## src/rtl/sdram_trk_pkg.sv

```systemverilog
package sdram_trk_pkg;
  typedef enum logic [2:0] {
    CMD_MRS = 3'b000,
    CMD_REF = 3'b001,
    CMD_PRE = 3'b010,
    CMD_ACT = 3'b011,
    CMD_WR  = 3'b100,
    CMD_RD  = 3'b101,
    CMD_BST = 3'b110,
    CMD_NOP = 3'b111
  } cmd_e;

  typedef enum logic [1:0] {
    PWR_ACT = 2'd0,
    PWR_PPD = 2'd1,
    PWR_APD = 2'd2,
    PWR_SR  = 2'd3
  } pwr_e;
endpackage

```

## src/rtl/sdram_cmd_decode.sv

```systemverilog
module sdram_cmd_decode
  import sdram_trk_pkg::*;
(
  input  logic cs_n,
  input  logic ras_n,
  input  logic cas_n,
  input  logic we_n,
  output cmd_e cmd
);
  // A deselected device sees no operation.
  always_comb begin
    if (cs_n) cmd = CMD_NOP;
    else      cmd = cmd_e'({ras_n, cas_n, we_n});
  end
endmodule

```

## src/rtl/sdram_bank_table.sv

```systemverilog
module sdram_bank_table #(
  parameter int NUM_BANKS = 4,
  parameter int ROW_W     = 12,
  parameter int BA_W      = 2
) (
  input  logic                       clk,
  input  logic                       rst_n,
  input  logic                       act_en,
  input  logic [BA_W-1:0]            act_bank,
  input  logic [ROW_W-1:0]           act_row,
  input  logic [NUM_BANKS-1:0]       close_mask,
  output logic [NUM_BANKS-1:0]       bank_open,
  output logic [NUM_BANKS*ROW_W-1:0] open_row
);
  for (genvar g = 0; g < NUM_BANKS; g++) begin : g_bank
    localparam logic [BA_W-1:0] IDX = BA_W'(g);
    logic             open_q, open_d;
    logic             row_we;
    logic [ROW_W-1:0] row_q;

    always_comb begin
      row_we = 1'b0;
      open_d = open_q;
      if (close_mask[g]) begin
        open_d = 1'b0;
      end else if (act_en && (act_bank == IDX)) begin
        open_d = 1'b1;
        row_we = 1'b1;
      end
    end

    always_ff @(posedge clk or negedge rst_n) begin
      if (!rst_n) begin
        open_q <= 1'b0;
        row_q  <= '0;
      end else begin
        open_q <= open_d;
        if (row_we) row_q <= act_row;
      end
    end

    assign bank_open[g]               = open_q;
    assign open_row[g*ROW_W +: ROW_W] = row_q;
  end
endmodule

```

## src/rtl/sdram_pwr_ctl.sv

```systemverilog
module sdram_pwr_ctl
  import sdram_trk_pkg::*;
(
  input  logic clk,
  input  logic rst_n,
  input  logic cke,
  input  logic sr_req,
  input  logic any_open,
  input  logic busy,
  output pwr_e pwr_state,
  output logic accept,
  output logic viol,
  output logic sr_refused
);
  pwr_e st_q, st_d;

  always_comb begin
    st_d       = st_q;
    viol       = 1'b0;
    sr_refused = 1'b0;
    case (st_q)
      PWR_ACT: begin
        if (!cke) begin
          if (busy) begin
            viol = 1'b1;
          end else if (sr_req) begin
            if (any_open) begin
              sr_refused = 1'b1;
              st_d       = PWR_APD;
            end else begin
              st_d = PWR_SR;
            end
          end else begin
            st_d = any_open ? PWR_APD : PWR_PPD;
          end
        end
      end
      PWR_PPD, PWR_APD: if (cke) st_d = PWR_ACT;
      PWR_SR:           if (cke) st_d = PWR_ACT;
      default:          st_d = PWR_ACT;
    endcase
  end

  // Self-refresh exit is combinational on cke; power-down exit waits an edge.
  assign accept    = cke && ((st_q == PWR_ACT) || (st_q == PWR_SR));
  assign pwr_state = ((st_q == PWR_SR) && cke) ? PWR_ACT : st_q;

  always_ff @(posedge clk or negedge rst_n) begin
    if (!rst_n) st_q <= PWR_ACT;
    else        st_q <= st_d;
  end
endmodule

```

## src/rtl/sdram_cmd_tracker.sv

```systemverilog
module sdram_cmd_tracker
  import sdram_trk_pkg::*;
#(
  parameter int NUM_BANKS = 4,
  parameter int ADDR_W    = 12,
  parameter int BURST_CYC = 4,
  parameter int AP_BIT    = 10,
  localparam int BA_W     = $clog2(NUM_BANKS)
) (
  input  logic                        clk,
  input  logic                        rst_n,
  input  logic                        cke,
  input  logic                        cs_n,
  input  logic                        ras_n,
  input  logic                        cas_n,
  input  logic                        we_n,
  input  logic [BA_W-1:0]             ba,
  input  logic [ADDR_W-1:0]           addr,
  output logic [NUM_BANKS-1:0]        bank_open,
  output logic [NUM_BANKS*ADDR_W-1:0] open_row,
  output logic [ADDR_W-1:0]           mode_reg,
  output logic [ADDR_W-1:0]           ext_mode_reg,
  output logic [1:0]                  pwr_state,
  output logic                        busy,
  output logic                        err_illegal,
  output logic                        cke_viol
);
  localparam int CNT_W = $clog2(BURST_CYC + 1);

  cmd_e                 cmd;
  pwr_e                 pwr_w;
  logic                 accept, viol, sr_refused;
  logic                 any_open, sel_open;
  logic [NUM_BANKS-1:0] sel_mask, ap_mask, close_mask;
  logic                 act_en, mr_we, emr_we, illegal, ap_fire;
  logic [CNT_W-1:0]     cnt_q, cnt_d;
  logic                 ap_pend_q, ap_pend_d;
  logic [BA_W-1:0]      ap_bank_q, ap_bank_d;
  logic [ADDR_W-1:0]    mode_q, emode_q;
  logic                 err_q, viol_q;

  sdram_cmd_decode u_dec (
    .cs_n(cs_n), .ras_n(ras_n), .cas_n(cas_n), .we_n(we_n), .cmd(cmd)
  );

  sdram_pwr_ctl u_pwr (
    .clk(clk), .rst_n(rst_n), .cke(cke),
    .sr_req(cmd == CMD_REF), .any_open(any_open), .busy(busy),
    .pwr_state(pwr_w), .accept(accept), .viol(viol), .sr_refused(sr_refused)
  );

  sdram_bank_table #(.NUM_BANKS(NUM_BANKS), .ROW_W(ADDR_W), .BA_W(BA_W)) u_banks (
    .clk(clk), .rst_n(rst_n), .act_en(act_en), .act_bank(ba), .act_row(addr),
    .close_mask(close_mask), .bank_open(bank_open), .open_row(open_row)
  );

  assign any_open = |bank_open;
  assign sel_open = bank_open[ba];
  assign sel_mask = NUM_BANKS'(1) << ba;
  assign ap_mask  = NUM_BANKS'(1) << ap_bank_q;
  assign busy     = (cnt_q != '0);
  assign ap_fire  = ap_pend_q && (cnt_q == CNT_W'(1));

  always_comb begin
    act_en     = 1'b0;
    mr_we      = 1'b0;
    emr_we     = 1'b0;
    illegal    = sr_refused;
    close_mask = '0;
    cnt_d      = busy ? cnt_q - CNT_W'(1) : '0;
    ap_pend_d  = ap_pend_q;
    ap_bank_d  = ap_bank_q;
    if (ap_fire) begin
      close_mask = ap_mask;
      ap_pend_d  = 1'b0;
    end
    if (accept) begin
      case (cmd)
        CMD_ACT: begin
          if (sel_open) illegal = 1'b1;
          else          act_en  = 1'b1;
        end
        CMD_RD, CMD_WR: begin
          if (!sel_open || ap_pend_q) begin
            illegal = 1'b1;
          end else begin
            cnt_d = CNT_W'(BURST_CYC);
            if (addr[AP_BIT]) begin
              ap_pend_d = 1'b1;
              ap_bank_d = ba;
            end
          end
        end
        CMD_PRE: begin
          close_mask = close_mask | (addr[AP_BIT] ? {NUM_BANKS{1'b1}} : sel_mask);
          if (ap_pend_q && close_mask[ap_bank_q]) ap_pend_d = 1'b0;
        end
        CMD_BST: begin
          cnt_d = '0;
          if (ap_pend_q) begin
            close_mask = close_mask | ap_mask;
            ap_pend_d  = 1'b0;
          end
        end
        CMD_REF: if (any_open) illegal = 1'b1;
        CMD_MRS: begin
          if (any_open || (ba > BA_W'(1))) illegal = 1'b1;
          else if (ba == '0)               mr_we   = 1'b1;
          else                             emr_we  = 1'b1;
        end
        default: ;
      endcase
    end
  end

  always_ff @(posedge clk or negedge rst_n) begin
    if (!rst_n) begin
      cnt_q     <= '0;
      ap_pend_q <= 1'b0;
      ap_bank_q <= '0;
      mode_q    <= '0;
      emode_q   <= '0;
      err_q     <= 1'b0;
      viol_q    <= 1'b0;
    end else begin
      cnt_q     <= cnt_d;
      ap_pend_q <= ap_pend_d;
      ap_bank_q <= ap_bank_d;
      if (mr_we)  mode_q  <= addr;
      if (emr_we) emode_q <= addr;
      err_q     <= illegal;
      viol_q    <= viol;
    end
  end

  assign mode_reg     = mode_q;
  assign ext_mode_reg = emode_q;
  assign pwr_state    = pwr_w;
  assign err_illegal  = err_q;
  assign cke_viol     = viol_q;
endmodule

```

## config.mk

```make
export PLATFORM = sky130hd
export DESIGN_NAME = sdram_cmd_tracker
export DESIGN_NICKNAME = d
export VERILOG_FILES = /design/src/rtl/sdram_trk_pkg.sv /design/src/rtl/sdram_cmd_decode.sv /design/src/rtl/sdram_bank_table.sv /design/src/rtl/sdram_pwr_ctl.sv /design/src/rtl/sdram_cmd_tracker.sv
export SDC_FILE = /design/constraint.sdc
export NUM_CORES = 1
export LEC_CHECK = 0
export ABC_AREA = 1
export BUFFER_PORTS_ARGS = -buffer_cell sky130_fd_sc_hd__buf_2
export CAP_MARGIN = 20
export CORE_AREA = 2 2 100 93
export DETAILED_ROUTE_END_ITERATION = 16
export DIE_AREA = 0 0 102 95
export GPL_ROUTABILITY_DRIVEN = 0
export PLACE_DENSITY = 0.83
export SLEW_MARGIN = 5
export SYNTH_ARGS = -nofsm -noshare
export SYNTH_HDL_FRONTEND = slang
export SYNTH_HIERARCHICAL = 1
export SYNTH_SLANG_ARGS = --single-unit
```

## constraint.sdc

```tcl
create_clock -name clk -period 2.4 [get_ports clk]
set_input_delay 0.24 -clock clk [delete_from_list [all_inputs] [get_ports clk]]
set_output_delay 0.24 -clock clk [all_outputs]
set_load 0.01 [all_outputs]
```

; ---- Yosys cells after proc, flatten, opt, wreduce, memory -nomap -nowiden
; Cells that the tools add are included.
[word_totals]
ff_bits = 86
latchBits = 0
mem_bits_rw = 0
romBits = 0
input_bits = 21
out_inout_bits = 81
word_cells = 136
memories = 0
[op_classes]
add_sub_neg = 1
mul = 0
div = 0
magnitude_cmp = 3
n_eq_ne = 16
shift = 2
n_mux = 70
bitwise = 3
reduce_logical = 25
[ops]
columns = operator, n
row1 = $mux 1, 49
row2 = $mux 4, 4
row3 = $mux 2, 6
row4 = $mux 3, 4
row5 = $eq 3x3->1 const B, 3
row6 = $eq 2x2->1 const B, 4
row7 = $logic_and 1x1->1, 8
row8 = $or 4x4->4, 2
row9 = $pmux 4 s2, 1
row10 = $reduce_bool 2->1, 4
row11 = $shl 1x2->4 const A, 2
row12 = $eq 3x1->1 const B, 2
row13 = $eq 3x2->1 const B, 2
row14 = $lt 2x3->1 const B, 2
row15 = $pmux 3 s2, 1
row16 = $bmux 1 s2, 2
row17 = $eq 2x1->1 const B, 2
row18 = $logic_not 2->1, 2
row19 = $ne 2x2->1 const B, 2
row20 = $pmux 1 s4, 1
row21 = $pmux 2 s2, 1
row22 = $reduce_and 4->1, 1
row23 = $reduce_or 4->1, 1
row24 = $logic_not 3->1, 1
row25 = 11 further kinds, 13

; ---- Depth between registers and ports, before layout
[logic_depth]
ltp_word = 10
depth_mapped = 14
ltp_nobuf = 13

; ---- By module
; The synthesis kept the hierarchy.
[by_module_without_submodules]
columns = mod, instances, cells_per_inst, area_each_um2, seq_area_each_um2
row1 = sdram_bank_table, 1, 233, 2160.8, 1301.2
row2 = sdram_cmd_tracker, 1, 195, 1679.1, 800.8
row3 = sdram_pwr_ctl, 1, 26, 176.4, 50.0
row4 = sdram_cmd_decode, 1, 7, 26.3, 0.0

; ---- Worst setup path before layout
; OpenSTA, ideal clock, no wires.
[synth_timing]
path_kind = reg-to-reg
from = reg u_pwr.st_q[0]
to = reg u_banks.g_bank[3].row_q[10]
setup_ps = 117
arrival_ps = 2146
required_time_ps = 2283
setup_slack_ps = 137
path_stages_with_launch = 12
n_path_buf = 1
synth_period_minus_slack_ps = 2263
cell_sequence = dfrtp_1 -> inv_1 -> ha_1 -> nor2_1 -> inv_2 -> nor3_1 -> o22ai_1 -> nor2_4 -> nand2_2 -> buf_2 -> nand2_1 -> nand2_1
[synth_between]
word_cells_on_any_way = 9
classes_between = 1 x eq/ne / 4 x mux / 4 x reduce/logical
[synth_lines]
columns = element, line_no
row1 = from (decl), sdram_pwr_ctl.sv:15  ; pwr_e st_q, st_d;
row2 = from (signal assigned), sdram_pwr_ctl.sv:50  ; else st_q <= st_d;
row3 = $eq 2x2->1 / $logic_not 2->1 (equally long branches), sdram_pwr_ctl.sv:45  ; assign accept = cke && ((st_q == PWR_ACT) || (st_q == PWR_SR));
row4 = $logic_or 1x1->1 (*), sdram_pwr_ctl.sv:45
row5 = $logic_and 1x1->1 (*), sdram_pwr_ctl.sv:45
row6 = via accept, sdram_cmd_tracker.sv:32  ; logic accept, viol, sr_refused;
row7 = $mux 4 (*), sdram_cmd_tracker.sv:77  ; if (accept) begin
row8 = via close_mask[3], sdram_cmd_tracker.sv:34  ; logic [NUM_BANKS-1:0] sel_mask, ap_mask, close_mask;
row9 = $mux 1 (*), sdram_bank_table.sv:24  ; if (close_mask[g]) begin
row10 = to (signal assigned), sdram_bank_table.sv:38  ; if (row_we) row_q <= act_row;
row11 = to (decl), sdram_bank_table.sv:19  ; logic [ROW_W-1:0] row_q;
; The timed path passes the listed nets; every way through them passes the cells marked *.
; A chain may end at the register's enable or synchronous reset.

; ---- Worst setup path in the final report
[layout_timing]
from = reg u_pwr.st_q[0]
to = reg u_banks.g_bank[1].row_q[9]
[layout_between]
word_cells_on_any_way = 9
classes_between = 1 x eq/ne / 4 x mux / 4 x reduce/logical
[layout_lines]
columns = element, line_no
row1 = $eq 2x2->1 / $logic_not 2->1 (equally long branches), sdram_pwr_ctl.sv:45
row2 = $logic_or 1x1->1 (*), sdram_pwr_ctl.sv:45
row3 = $logic_and 1x1->1 (*), sdram_pwr_ctl.sv:45
row4 = via accept, sdram_cmd_tracker.sv:32
row5 = $mux 4 (*), sdram_cmd_tracker.sv:77
row6 = via close_mask[1], sdram_cmd_tracker.sv:34
row7 = $mux 1 (*), sdram_bank_table.sv:24
row8 = to (signal assigned), sdram_bank_table.sv:38
row9 = to (decl), sdram_bank_table.sv:19
; Marks and branches as above.

==> results.txt <==
status -> finished clean
fmax -> 463 MHz
Yosys reg bits -> 86
Slew Viols, Final -> 0
Hold Path Class -> input pin to flip-flop
Die Y -> 95 um
clock power share -> 20.6%
Root Driver -> clkbuf_8
DPL Wire Length -> 7610 um
minimum clock period -> 2.16 ns
Mapped Cells -> 461
max reg flops -> 48
worst vdd ir -> 0.368 mV
initial antenna violation count -> 0
ANT nets after route -> 0
Horiz. Die Dim -> 102 um
Total Power -> 4730 uW
clk sinks -> 86
WL/cell -> 15.4 um
area grow syn2layout -> 19.9%
syn_area_per_cell -> 8.77 um^2
Iteration-0 DRC Markers -> 296
yosys warns -> 6
Synth cell types -> 27
RSZ-0062 raised after global routing -> no
post-layout net count -> 591
full die area -> 0.00969 mm^2
Inserted Diodes -> 0
Mapped Area -> 0.00404 mm^2
Internal -> 2900 uW
I/O Buffers -> 101
sequential element share of the synthesized area -> 53.2%
Seq pwr share -> 46.3%
MaxCap Viol Count -> 0
vias in the first global route -> 3,283
clk slew on worst S/H paths -> 0.09 ns
worst r2r src -> u_pwr/st_q[0]
Initial Util -> 46.2%
Inserted Clock Buffers -> 9
first-pass detailed-route iteration total -> 5
crit share post-route -> 89.9%
crit path from -> u_pwr/st_q[0]
pwr/cell area -> 975 mW/mm^2
Skew-Pair Late Insertion Delay -> 0.35 ns
Synth area leaders -> dfrtp_1 (53%), nand2_1 (13%), nand3_1 (7.4%), mux2_4 (3.7%), inv_1 (3.4%)
core area -> 0.00875 mm^2
WP data required -> 2.63 ns
clock buffer depth -> 2
layout cells sized above 1 -> 28.7%
grt total ovfl -> 0
Top Ports -> 102
Slew @ Worst Pin -> 0.572 ns
post-synth top area share -> 53.2%
relative slew slack -> 61.8%
detailed-route via count -> 3,543
Arr. time, crit path -> 2.39 ns
Comb power frac -> 33.1%
TritonCTS clock tree -> built
critical path class -> flip-flop to flip-flop
CP startpoint kind -> flip-flop
final WL -> 10,700 um
Row Count -> 33
Final WS setup -> 0.241 ns
Total GRT Usage -> 22.6%
DRC Markers -> 0
syn nets -> 486
Sw Ratio -> 38.7%
Clock Skew -> 0.0133 ns
leakage -> 0.00280 uW
pin count of the biggest net entering global routing -> 52
Crit Path Max Fanout -> 8
# H-tree levels -> 3
Final setup viols -> 0
via/cell ratio -> 5.11
final-report hold violation count -> 0
hold path startpoint -> cke
Setup WS pre-CTS -> 0.201 ns
first-pass GRT wire length -> 16,800 um
TNS Setup -> 0 ns
CP endpoint kind -> flip-flop
switching power total -> 1830 uW
post-synth top area cell -> dfrtp_1
==> metrics by stage <==
stage                     utilization [%]  std cells  hold slack, ns  area, um^2
final                                55.4        693           0.210        4850
after global routing                 55.4        693           0.217        4850
after CTS                            55.2        691           0.197        4830
after detailed placement             52.9        674           0.234        4630
after global placement               52.9        674           0.228        4630
after floorplan                         -        461         -0.0556        4040
==> layout by cell type (no fill, tap or decap), drive strengths merged, types with 10 or more instances in the layout <==
cell    instances
nand2         145
mux2           12
buf           112
inv            47
dfrtp          86
nor2           37
clkbuf         10
o21ai          16
a21oi          23
nand3          61
==> power groups by stage <==
stage               Combinational [uW]  Sequential (uW)  Clock, uW
floorplan                          752             2310          0
detailed placement                1570             2210          0
CTS                               1570             2190        991
global route                      1750             2240       1050
finish                            1570             2190        971
global placement                  1500             2190          0
==> cell usage after synthesis, drive strengths merged <==
library cell,count
o21ai,16
ha,4
inv,44
nand4,3
buf,19
nand2,145
or2,1
dfrtp,86
mux2,12
nor3,4
a211oi,1
a21oi,23
nor2,37
nand3,61
o22ai,1
o31ai,4
==> cell families after synthesis <==
kind of cell	synth area share, %
simple gates	27.5
flops	53.2
buf+inv	7.89
compound gates	5.91
mux	4.27
fa+ha+maj	1.24
==> repair_timing <==
| item | in CTS | in global routing |
|---|---|---|
| setup endpoints to repair | 0 | 9 |
| hold buffers | 1 | 0 |
| buffers inserted | 0 | 2 |
| endpoints found under the hold margin | 35 | 0 |
| resized for setup | 0 | 1 |
==> worst paths after layout <==
| kind | endpoint | slack, ns | depth (start not counted) |
|---|---|---|---|
| setup / recovery | u_banks/g_bank[1].row_q[9] | 0.24 | 11 |
| hold / removal | cke_viol | 0.21 | 4 |
| setup reg to reg | u_banks/g_bank[1].row_q[9] | 0.24 | 11 |
| hold reg to reg | u_banks/g_bank[3].row_q[6] | 0.47 | 2 |
| max in group asynchronous | u_banks/g_bank[0].row_q[7] | 1.36 | 3 |
| min in group asynchronous | cnt_q[1] | 0.40 | 2 |
==> layer usage <==
layer / vias up / share of wire (%) / GRT usage [%]
li1: 1685 / - / -
met1: 1689 / 43 / 31.8
met2: 150 / 47 / 34.6
met3: 19 / 7.0 / 3.77
met4: 0 / 2.3 / 9.56
met5: - / 0 / 0
==> critical path: stages (launching register included) <==
cell	delay, ns
dfrtp_1	0.38
inv_1	0.07
ha_1	0.28
nor2_1	0.06
inv_2	0.13
nor3_1	0.07
buf_4	0.15
o31ai_1	0.43
nor2_4	0.13
buf_4	0.19
nand3_1	0.08
nand2_1	0.06
==> area by class of cell <==
class / count / area, um^2
Clock buffer: 10 / 138
Inverter: 44 / 165
Fill cell: 804 / 3910
Multi-Input combinational cell: 312 / 1570
Clock inverter: 6 / 51.3
Tap cell: 122 / 153
Timing Repair Buffer: 113 / 613
Sequential cell: 86 / 2150
Power figures use the tool's default switching activity.
